==> config.mk <==
export PLATFORM = sky130hd
export DESIGN_NAME = ringq_fifo
export DESIGN_NICKNAME = d
export VERILOG_FILES = /design/src/rtl/ringq_pkg.sv /design/src/rtl/ringq_ram.sv /design/src/rtl/ringq_ptr.sv /design/src/rtl/ringq_ctrl.sv /design/src/rtl/ringq_fifo.sv
export SDC_FILE = /design/constraint.sdc
export NUM_CORES = 1
export LEC_CHECK = 0
export BUFFER_PORTS_ARGS = -buffer_cell sky130_fd_sc_hd__buf_2
export CAP_MARGIN = 25
export CORE_MARGIN = 3
export CORE_UTILIZATION = 58
export CTS_BUF_LIST = sky130_fd_sc_hd__clkbuf_4
export CTS_CLUSTER_SIZE = 25
export DETAILED_ROUTE_END_ITERATION = 8
export PLACE_DENSITY = 0.78
export REMOVE_ABC_BUFFERS = 1
export SYNTH_ARGS = -nofsm -noshare
export SYNTH_HDL_FRONTEND = slang
export SYNTH_SLANG_ARGS = --single-unit
==> constraint.sdc <==
create_clock -name clk -period 1.7 [get_ports clk]
set_input_delay 0 -clock clk [delete_from_list [all_inputs] [get_ports clk]]
set_output_delay 0 -clock clk [all_outputs]
set_load 0.03 [all_outputs]
==> src/rtl/ringq_pkg.sv <==
package ringq_pkg;
    typedef enum logic [1:0] {
        ST_EMPTY = 2'd0,
        ST_PART  = 2'd1,
        ST_FULL  = 2'd2
    } ringq_state_e;
endpackage

==> src/rtl/ringq_ram.sv <==
// Dual-port storage: one synchronous write port, one combinational read port.
module ringq_ram #(
    parameter int AW = 4,
    parameter int DW = 8
) (
    input  logic          clk,
    input  logic          we,
    input  logic [AW-1:0] waddr,
    input  logic [DW-1:0] wdata,
    input  logic [AW-1:0] raddr,
    output logic [DW-1:0] rdata
);
    localparam int DEPTH = 1 << AW;

    logic [DW-1:0] mem [DEPTH];

    always_ff @(posedge clk) begin
        if (we) begin
            mem[waddr] <= wdata;
        end
    end

    assign rdata = mem[raddr];
endmodule

==> src/rtl/ringq_ptr.sv <==
// Wrapping pointer; advances by one per step, wraps naturally at 2**AW.
module ringq_ptr #(
    parameter int AW = 4
) (
    input  logic          clk,
    input  logic          rst,
    input  logic          step,
    output logic [AW-1:0] ptr,
    output logic [AW-1:0] ptr_p1,
    output logic [AW-1:0] ptr_p2
);
    localparam logic [AW-1:0] ONE = AW'(1);

    assign ptr_p1 = ptr + ONE;
    assign ptr_p2 = ptr_p1 + ONE;

    always_ff @(posedge clk) begin
        if (rst) begin
            ptr <= '0;
        end else if (step) begin
            ptr <= ptr_p1;
        end
    end
endmodule

==> src/rtl/ringq_ctrl.sv <==
// Fill-status state machine: gates requests and drives the flags.
module ringq_ctrl
    import ringq_pkg::*;
#(
    parameter int AW = 4
) (
    input  logic          clk,
    input  logic          rst,
    input  logic          wr_en,
    input  logic          rd_en,
    input  logic [AW-1:0] wr_ptr,
    input  logic [AW-1:0] wr_ptr_p2,
    input  logic [AW-1:0] rd_ptr,
    input  logic [AW-1:0] rd_ptr_p1,
    output logic          wr_go,
    output logic          rd_go,
    output logic          empty,
    output logic          full
);
    ringq_state_e state_q;
    ringq_state_e state_d;

    // State register
    always_ff @(posedge clk) begin
        if (rst) begin
            state_q <= ST_EMPTY;
        end else begin
            state_q <= state_d;
        end
    end

    // Transitions
    always_comb begin
        state_d = state_q;
        unique case (state_q)
            ST_EMPTY: begin
                if (wr_go) begin
                    // T_FIRST or, at capacity one, T_FIRST_FULL
                    state_d = (wr_ptr_p2 == rd_ptr) ? ST_FULL : ST_PART;
                end
            end
            ST_PART: begin
                if (wr_go && !rd_go && (wr_ptr_p2 == rd_ptr)) begin
                    state_d = ST_FULL;          // T_TOP
                end else if (rd_go && !wr_go && (rd_ptr_p1 == wr_ptr)) begin
                    state_d = ST_EMPTY;         // T_LAST
                end
            end
            ST_FULL: begin
                if (rd_go) begin
                    // T_RELEASE
                    state_d = (rd_ptr_p1 == wr_ptr) ? ST_EMPTY : ST_PART;
                end
            end
            default: state_d = ST_EMPTY;
        endcase
    end

    // Outputs
    always_comb begin
        empty = 1'b0;
        full  = 1'b0;
        wr_go = 1'b0;
        rd_go = 1'b0;
        unique case (state_q)
            ST_EMPTY: begin
                empty = 1'b1;
                wr_go = wr_en;
            end
            ST_PART: begin
                wr_go = wr_en;
                rd_go = rd_en;
            end
            ST_FULL: begin
                full  = 1'b1;
                rd_go = rd_en;
            end
            default: begin
                empty = 1'b1;
            end
        endcase
    end
endmodule

==> src/rtl/ringq_fifo.sv <==
module ringq_fifo #(
    parameter int AW = 4,
    parameter int DW = 8
) (
    input  logic          clk,
    input  logic          rst,
    input  logic          wr_en,
    input  logic [DW-1:0] wr_data,
    input  logic          rd_en,
    output logic [DW-1:0] rd_data,
    output logic          empty,
    output logic          full
);
    logic [AW-1:0] wr_ptr, wr_ptr_p1, wr_ptr_p2;
    logic [AW-1:0] rd_ptr, rd_ptr_p1, rd_ptr_p2;
    logic          wr_go, rd_go;

    ringq_ptr #(.AW(AW)) u_wptr (
        .clk    (clk),
        .rst    (rst),
        .step   (wr_go),
        .ptr    (wr_ptr),
        .ptr_p1 (wr_ptr_p1),
        .ptr_p2 (wr_ptr_p2)
    );

    ringq_ptr #(.AW(AW)) u_rptr (
        .clk    (clk),
        .rst    (rst),
        .step   (rd_go),
        .ptr    (rd_ptr),
        .ptr_p1 (rd_ptr_p1),
        .ptr_p2 (rd_ptr_p2)
    );

    ringq_ctrl #(.AW(AW)) u_ctrl (
        .clk       (clk),
        .rst       (rst),
        .wr_en     (wr_en),
        .rd_en     (rd_en),
        .wr_ptr    (wr_ptr),
        .wr_ptr_p2 (wr_ptr_p2),
        .rd_ptr    (rd_ptr),
        .rd_ptr_p1 (rd_ptr_p1),
        .wr_go     (wr_go),
        .rd_go     (rd_go),
        .empty     (empty),
        .full      (full)
    );

    ringq_ram #(.AW(AW), .DW(DW)) u_ram (
        .clk   (clk),
        .we    (wr_go),
        .waddr (wr_ptr),
        .wdata (wr_data),
        .raddr (rd_ptr),
        .rdata (rd_data)
    );
endmodule

======== Yosys cells after proc, flatten, opt, wreduce, memory -nomap -nowiden ========
Memories as Yosys holds them, arrays and structs flattened. A register that Yosys moved wholly into a read port is not among the register bits.
Cells that the tools add are included.
cells by class
  add/subtract/negate cells ............... 3
  equal/unequal tests ..................... 7
  mux-type cells .......................... 15
  reduce and logical (&&, ||, !) cells .... 10
operator list
  cell                   count
  $add A4 B1 Y4 const B  3
  $mux W2                5
  $eq A4 B4 Y1           2
  $mux W4                2
  $mux W1                7
  $pmux W2 S3            1
  $logic_and A1 B1 Y1    4
  $ne A2 B1 Y1 const B   2
  $reduce_or A2 Y1       2
  $ne A3 B1 Y1 const B   1
  $reduce_and A3 Y1      1
  $eq A2 B1 Y1 const B   1
  $eq A2 B2 Y1 const B   1
  $logic_not A1 Y1       2
  $logic_not A2 Y1       1
word-level totals
  register bits after elaboration ......... 10
  memory bits (writable) .................. 128
  input port bits ......................... 12
  memories kept ........................... 1
memories
  memory     words  width  read ports  clocked after Yosys merged registers in  write ports  RTL line         text
  u_ram.mem  16     8      1           1                                        1            ringq_ram.sv:15  logic [DW-1:0] mem [DEPTH];

======== Longest topological paths before layout ========
Gate-level depths: netlist of the first run.
  word-level depth ........................ 9
  mapped depth ............................ 7
  depth with buffers taken out ............ 7

======== Cells and area by module ========
From an unflattened synthesis of the first run, not the netlist that was laid out.
unflattened totals
  cell total of the unflattened synthesis .. 316
  area, all modules ....................... 5814.3 um2
modules (own cells, without submodules)
  module      times used  cells each  area each (um2)  sequential area each (um2)
  ringq_ram   1           221         4987.3           3843.7
  ringq_ptr   2           28          255.2            80.1
  ringq_ctrl  1           39          316.6            40.0

======== Worst setup path before layout of the first run ========
No wires, ideal clock.
  path type ............................... reg-to-reg
  start point ............................. register u_wptr.ptr[0]
  end point ............................... register u_ctrl.state_q[1]
  setup time .............................. 70 ps
  arrival time ............................ 1715 ps
  data required time ...................... 1630 ps
  slack ................................... -85 ps
  stages on the path, launching flop included .. 8
  path buffers ............................ 0
  path through ............................ dfxtp_1 inv_1 ha_1 xor2_1 mux2i_1 nand2_1 nor4b_1 o2bb2ai_1
between the ends
  word-level cells in the longest chain between the ends .. 6
RTL lines
  element                                           RTL line                            text
  start, declared                                   ringq_ptr.sv:8                      output logic [AW-1:0] ptr,
  start signal, assigned                            ringq_ptr.sv:21                     ptr <= ptr_p1;
  $add A4 B1 Y4 *                                   ringq_ptr.sv:14                     assign ptr_p1 = ptr + ONE;
  named net u_wptr.ptr_p1[0]                        ringq_ptr.sv:9                      output logic [AW-1:0] ptr_p1,
  $add A4 B1 Y4 *                                   ringq_ptr.sv:15                     assign ptr_p2 = ptr_p1 + ONE;
  $eq A4 B4 Y1 *                                    ringq_ctrl.sv:39, ringq_ctrl.sv:43
  $mux W2 or $logic_and A1 B1 Y1 (tied branches)    ringq_ctrl.sv:39, ringq_ctrl.sv:43
  $mux W2 (tied with other cells)                   ringq_ctrl.sv:37                    if (wr_go) begin
  $pmux W2 S3 or $reduce_and A3 Y1 (tied branches)  --
  end signal, assigned                              ringq_ctrl.sv:28                    state_q <= state_d;
  end, declared                                     ringq_ctrl.sv:20                    ringq_state_e state_q;
The timed path passes the listed nets; every way through them passes the cells marked *. The select of a mux whose other input is x is not followed.
A chain may end at the register's enable or synchronous reset.

==> results by group, run 1 <==
Final layout
  • Core Util, Final: 72.36%
  • Layout area overhead: 20.70%
  • Proportion of layout cells with a drive suffix above 1: a little over two fifths
  • # nets final: 398

Die
  • Site Rows: 36
  • Die H: approximately 110 um
  • Core area: 0.009819 mm2
  • DIE WIDTH: about 110 um
  • Total die area: 0.01139 mm2
  • # IOs: 22
  • Initial Util: about three fifths

Critical path
  • Worst-path cell chain: buf_12 > buf_16 > mux4_2 > mux4_2 > buf_6
  • Required @ worst endpoint: ~1.7 ns
  • Slowest-stage cell, CP: mux4_2
  • Max incr delay on CP: between 0.5 and 0.6 ns
  • Most frequent cell on the critical path: mux4_2
  • Crit path kind: reg -> out
  • CP max FO: 5
  • Setup crit end kind: primary output
  • Setup crit start kind: flop
  • Crit path DAT: around 2.3 ns
  • Worst R2R Start: u_wptr.ptr[0]$_SDFFE_PP0N_

Routing
  • Drt first pass iters: 5
  • Drt total wl: ~12 mm
  • 1st-iter DRT viols: about 250
  • Routed len/inst: about 24 um
  • Antenna viol nets, final: 0
  • Via Count: 3158
  • Avg Vias per Cell: approximately 6
  • Residual DRC: 0

Power and ir drop
  • Reg power frac: approximately 45%
  • Sw frac: roughly 29%
  • Clock power frac: about a fifth
  • PwrDens: 1285 mW/mm2
  • Overall Power: 9.132 mW
  • Pleak: 2.371 nW
  • Max IR drop VDD: ~0.9 mV
  • Switch Pwr: 2.646 mW
  • Comb pwr share: 35.5%
  • P_int: between 6 and 7 mW

Yosys
  • Syn Inst Count: roughly 300
  • Syn_area_per_cell: ~20 um2
  • Most common cell in the synthesized netlist: edfxtp_1
  • Post-synth EDFFs: 128
  • Mapped cell area: between 0.005 and 0.006 mm2
  • Yosys top cell area share: 65.29%
  • FFs w/ async S/R, synth: 0%
  • Synthesized flop and latch total: between 100 and 150
  • Largest area contributor in the netlist: edfxtp_1
  • Yosys cell types: 40
  • Post-synth top cells: edfxtp_1, mux4_1, mux4_2, dfxtp_1
  • Register area share after synthesis: roughly 70%
  • YS warnings: 0
  • Synth area leaders: edfxtp_1, mux4_1, mux4_2
  • Synth Flop Type: edfxtp_1

Timing
  • WHS: around 0.35 ns
  • Maximum clock frequency: around 0.43 GHz
  • Slew HR: between 70% and 80%
  • Final hold vios: 0
  • Final setup viols: 10
  • Tmin final: approximately 2.3 ns
  • RSZ-0062 raised after global routing: true
  • Worst-Margin Slew: roughly 0.44 ns
  • Final Max Slew Viols: 0
  • Final Skew: around 0.017 ns
  • Final worst setup slack: -0.6314 ns
  • Period Utilization, post-route: 137.1%

Outcome
  • Status: finished with violations
  • Failing checks: setup timing

Global routing
  • Gr usage total: 23.40%
  • Largest net degree at the start of global routing: 33
  • Initial antenna violation count: 1
  • Vias in the first global route: 3187
  • Total gr overflow: 0
  • Global-route wire length before repair: between 15 and 20 mm

Job
  • Max-Cap Viols: 0

Place
  • GP Congestion: 0.8224
  • Post-DP HPWL: 7.192 mm
  • # port buffers: 21

CTS
  • Clock sink count: between 100 and 150
  • CTS Buf Count: 17
  • Clock buffer depth: 2
  • CTS tree: done
  • H-tree levels: 4
  • Clock-pin transition on the worst setup and hold timing paths: 0.11 ns
  • CTS Root Cell: clkbuf_4
  • Worst-Skew Late Latency: a little over 0.5 ns

Worst hold path
  • Worst hold path startpoint: rd_en
  • Hold Path Class: in -> reg
stage by stage:
stage / cell area (um2) / worst slack, ns / TNS (ns) / cells
CTS: 7048 / -0.6764 / -5.167 / 518
finish: 7106 / -0.6314 / -4.878 / 522
global placement: 6456 / -0.1125 / -4.804 / 471
detailed placement: 6456 / -0.2038 / -13.63 / 471
global route: 7106 / -0.7338 / -5.880 / 522
floorplan: 5791 / -0.7250 / -7.975 / 283
repair_timing:
item,in CTS,in global routing
gates cloned,2,0
hold buffers,11,0
buffers inserted,4,4
gates resized for setup,71,25
setup endpoints to repair,138,108
pin swaps,9,13
hold endpoints to repair,142,0
critical path: cells and delay by family, from the launching register on:
kind | cells | cell delay, ns
buffers and inverters | 3 | 0.41
flip-flops | 1 | 0.41
multiplexers | 2 | 1.01
kinds of logic after synthesis:
group | share of synthesized area, %
DFF | 70.05
and+or+nand+nor | 4.655
muxes | 17.00
buffers and inverters | 2.019
AOI/OAI and AO/OA | 1.828
xor gates and xnor gates | 2.317
adders and majority gates | 2.125
worst paths after layout:
kind | to | slack (ns) | depth (start not counted)
hold / removal | u_rptr.ptr[1]$_SDFFE_PP0P_ | 0.35 | 4
setup / recovery | rd_data[1] | -0.63 | 5
hold reg to reg | u_rptr.ptr[3]$_SDFFE_PP0P_ | 0.55 | 2
setup reg to reg | u_ctrl.state_q[1]$_SDFFE_PP0P_ | -0.08 | 7
registers in the layout (all words and copies together) (netlist names), named ones only:
signal,count
u_ram.mem,128
u_rptr.ptr,4
u_ctrl.state_q,2
u_wptr.ptr,4
routing by layer:
| metal | vias to the layer above | wire [um] | track usage (%) |
|---|---|---|---|
| met3 | 24 | 783 | 4.756 |
| met5 | - | 0 | 0 |
| met1 | 1617 | 4703 | 30.91 |
| met2 | 152 | 6485 | 37.99 |
| met4 | 0 | 413 | 10.78 |
| li1 | 1365 | - | - |
power groups by stage:
stage	clock network, mW	logic, mW	registers [mW]
finish	1.80	3.24	4.09
detailed placement	0	2.43	4.12
global placement	0	2.38	4.11
global route	1.99	3.45	4.11
floorplan	0	1.37	4.24
CTS	1.83	3.06	4.07
final cells by class:
class	instances	area, um2
flip-flops and latches	142	4136
fillers	600	2714
multi-input cells	135	1788
repair buffers	74	753.2
well taps	133	166.4
clock buffers	21	157.7
clock inverters	10	73.82
inverters	6	27.53
diodes	1	2.502
layout by cell type, fill, tap and decap left out, types with 3 or more instances in the layout:
cell type      netlist  final
buf_12               1     10
clkinv_1             0      3
and2_1              12      3
nand2_1             12     12
buf_2                1     13
edfxtp_1           128    128
dlygate4sd3_1        0     11
buf_4                1     28
xnor2_1              6      4
dfxtp_2              0      4
and2_2               0      4
clkbuf_4             0     21
dfxtp_1             14      8
and2_4               0      5
ha_4                 0      4
xor2_1               7      5
a21oi_1              4      3
and3_4               0      4
clkinv_2             0      5
mux4_2              16     33
mux4_1              24      7
nor2_1              11      8
ha_1                10      6
buf_6                1     10
nand3_1              4      3
No activity file was read; power rests on OpenSTA's default activity.
==> run 2, diff against run 1 <==
==> constraint.sdc (replaced) <==
create_clock -name clk -period 1.7 [get_ports clk]
set_input_delay 0 -clock clk [delete_from_list [all_inputs] [get_ports clk]]
set_output_delay 0 -clock clk [all_outputs]
set_load 0.05 [all_outputs]
==> run 2 against run 1 <==
Against the previous run:
- via count shrank 1.4%
- final cell count fell by 0.38%
- the flow still finishes with violations (setup timing)
- critical path depth shrank 1
- clock skew is 0.0029 ns higher
- die area is the same
- utilization is 0.089 points lower
- register-to-register slack worse by 0.02 ns
==> results by group, run 2 (same netlist as run 1, synthesis figures left out) <==
Timing
  • Final worst setup slack: -0.6854 ns (-0.05402 ns)
  • Final setup viols: 10 (unchanged)
  • Slew HR: 71.12% (+0.91 points)
  • RSZ-0062 raised after global routing: true
  • Final hold vios: 0 (unchanged)
  • Maximum clock frequency: 0.4192 GHz (-2.3%)
  • Final Skew: 0.02036 ns (+0.002896 ns)
  • Worst-Margin Slew: 0.4326 ns (-0.01100 ns)
  • Final Max Slew Viols: 0 (unchanged)
  • Period Utilization, post-route: 140.3% (+3.2 points)
  • Tmin final: 2.385 ns (+0.05402 ns)
  • WHS: 0.3292 ns (-0.01721 ns)

Die
  • DIE WIDTH: 106.7 um (unchanged)
  • Site Rows: 36 (unchanged)
  • Die H: 106.7 um (unchanged)
  • Core area: 0.009819 mm2 (unchanged)
  • Initial Util: 59.95% (unchanged)
  • # IOs: 22 (unchanged)
  • Total die area: 0.01139 mm2 (unchanged)

Final layout
  • Leading cell type in the layout, fill and taps excluded: edfxtp_1
  • Antenna cell count: 0 (-1)
  • Fillers: 590 (-1.7%)
  • Max FFs per register: 128 (unchanged)
  • Design Area, Final: 0.007097 mm2 (-0.12%)
  • Proportion of layout cells with a drive suffix above 1: 41.09% (-2.5 points)
  • Layout area overhead: 20.55%
  • Fin cells: 520 (-0.38%)
  • Leading cell types in the layout, fill and taps excluded: edfxtp_1, buf_4, mux4_2
  • Reg with most FFs: u_ram.mem
  • Biggest regs: u_ram.mem x128, u_rptr.ptr x4, u_wptr.ptr x4
  • # nets final: 396 (-0.50%)

Global routing
  • Gr usage total: 23.40% (about the same)
  • Initial antenna violation count: 0 (-1)
  • Vias in the first global route: 3243 (+1.8%)
  • Global-route wire length before repair: 18.89 mm (+1.4%)
  • Largest net degree at the start of global routing: 33 (unchanged)
  • Total gr overflow: 0 (unchanged)

CTS
  • Clock sink count: 142 (unchanged)
  • Clock-pin transition on the worst setup and hold timing paths: 0.12 ns (about the same)
  • CTS Root Cell: clkbuf_4
  • CTS tree: done
  • Clock buffer depth: 2 (unchanged)
  • CTS Buf Count: 17 (unchanged)
  • H-tree levels: 4 (unchanged)
  • Worst-Skew Late Latency: 0.53 ns (+0.02 ns)

Routing
  • Antenna viol nets, final: 0 (unchanged)
  • 1st-iter DRT viols: 292 (+18%)
  • Drt first pass iters: 5 (unchanged)
  • Routed len/inst: 23.36 um (-1.5%)
  • Drt total wl: 12.15 mm (-1.9%)
  • Avg Vias per Cell: 5.990 (-0.98%)
  • Via Count: 3115 (-1.4%)
  • Residual DRC: 0 (unchanged)

Place
  • GP Congestion: 0.8389 (+2.0%)
  • DP Cell Count: 471 (unchanged)
  • Instance area at placement: 0.006456 mm2 (unchanged)
  • # port buffers: 21 (unchanged)
  • Post-DP HPWL: 7.067 mm (-1.7%)
  • Pre-CTS WS: -0.2289 ns (-0.02506 ns)

Job
  • Max-Cap Viols: 0 (unchanged)

Outcome
  • Status: finished with violations
  • Failing checks: setup timing

Power and ir drop
  • PwrDens: 1310 mW/mm2 (+1.9%)
  • Overall Power: 9.298 mW (+1.8%)
  • Max IR drop VDD: 1.092 mV (+18%)
  • Pleak: 2.387 nW (+0.66%)

Critical path
  • Setup crit start kind: flop
  • Crit path kind: reg -> out
  • Setup crit end kind: primary output
  • Crit path DAT: 2.39 ns (+0.06 ns)
  • Worst R2R Start: u_wptr.ptr[0]$_SDFFE_PP0N_
  • Required @ worst endpoint: 1.70 ns (about the same)
  • R2R setup slack: -0.10 ns (-0.02 ns)
  • CP max FO: 10 (+5)

Worst hold path
  • Hold Path Class: in -> reg
  • Worst hold path startpoint: rd_en
## run 2: cell count changes in the layout (fill, tap and decap cells not counted), moves of 2 or more
cell / before / now
mux4_2: 33 / 24
nor2_4: 1 / 3
and2_2: 4 / 0
clkbuf_4: 21 / 19
mux4_1: 7 / 16
clkinv_4: 0 / 2
and2_4: 5 / 12
and2_1: 3 / 0
nor2_2: 2 / 0
a31oi_4: 2 / 0
## run 2: worst paths after layout
kind	endpoint	cells past startpoint
hold / removal	u_rptr.ptr[1]$_SDFFE_PP0P_	4
hold reg to reg	flop	2
setup reg to reg	u_ctrl.state_q[1]$_SDFFE_PP0P_	8
setup / recovery	rd_data[5]	4
## run 2: layout make-up
class	instances	area (um2)	share of cell area, %
clock inverters	13	123.9	1.745
multi-input cells	135	1802	25.39
well taps	133	166.4	2.345
flip-flops and latches	142	4135	58.27
repair buffers	72	701.9	9.891
clock buffers	19	142.6	2.010
inverters	6	25.02	0.3526
## run 2: where the power goes
part / switching (mW) / internal, mW
registers: 0.115 / 3.98
logic: 1.60 / 1.59
clock network: 1.13 / 0.882
## run 2: metal layers
layer  global-route usage (%)  vias to the layer above  share of wire [%]
li1                         -                     1370                  -
met1                    32.17                     1616                 41
met2                    37.41                      117                 53
met3                    5.599                       12                5.0
met4                    8.037                        0                1.4
met5                        0                        -                  0
## run 2: stage by stage
stage	util, %	setup TNS (ns)
after floorplan	-	-8.404
after global placement	65.75	-6.822
after detailed placement	65.75	-18.05
after CTS	72.30	-5.711
after global routing	72.27	-7.461
final	72.27	-5.478
## run 2: worst max-delay path, stage by stage, from the launching register on
cell	delay (ns)
dfxtp_4	0.44
buf_12	0.17
mux4_1	0.58
mux4_2	0.48
buf_6	0.17
## run 2: what timing repair did
item,CTS,global route
setup endpoints to repair,139,118
hold buffers,11,0
endpoints found under the hold margin,142,0
cloned,1,0
pin swaps,13,7
resized for setup,69,19
buffers inserted,6,1
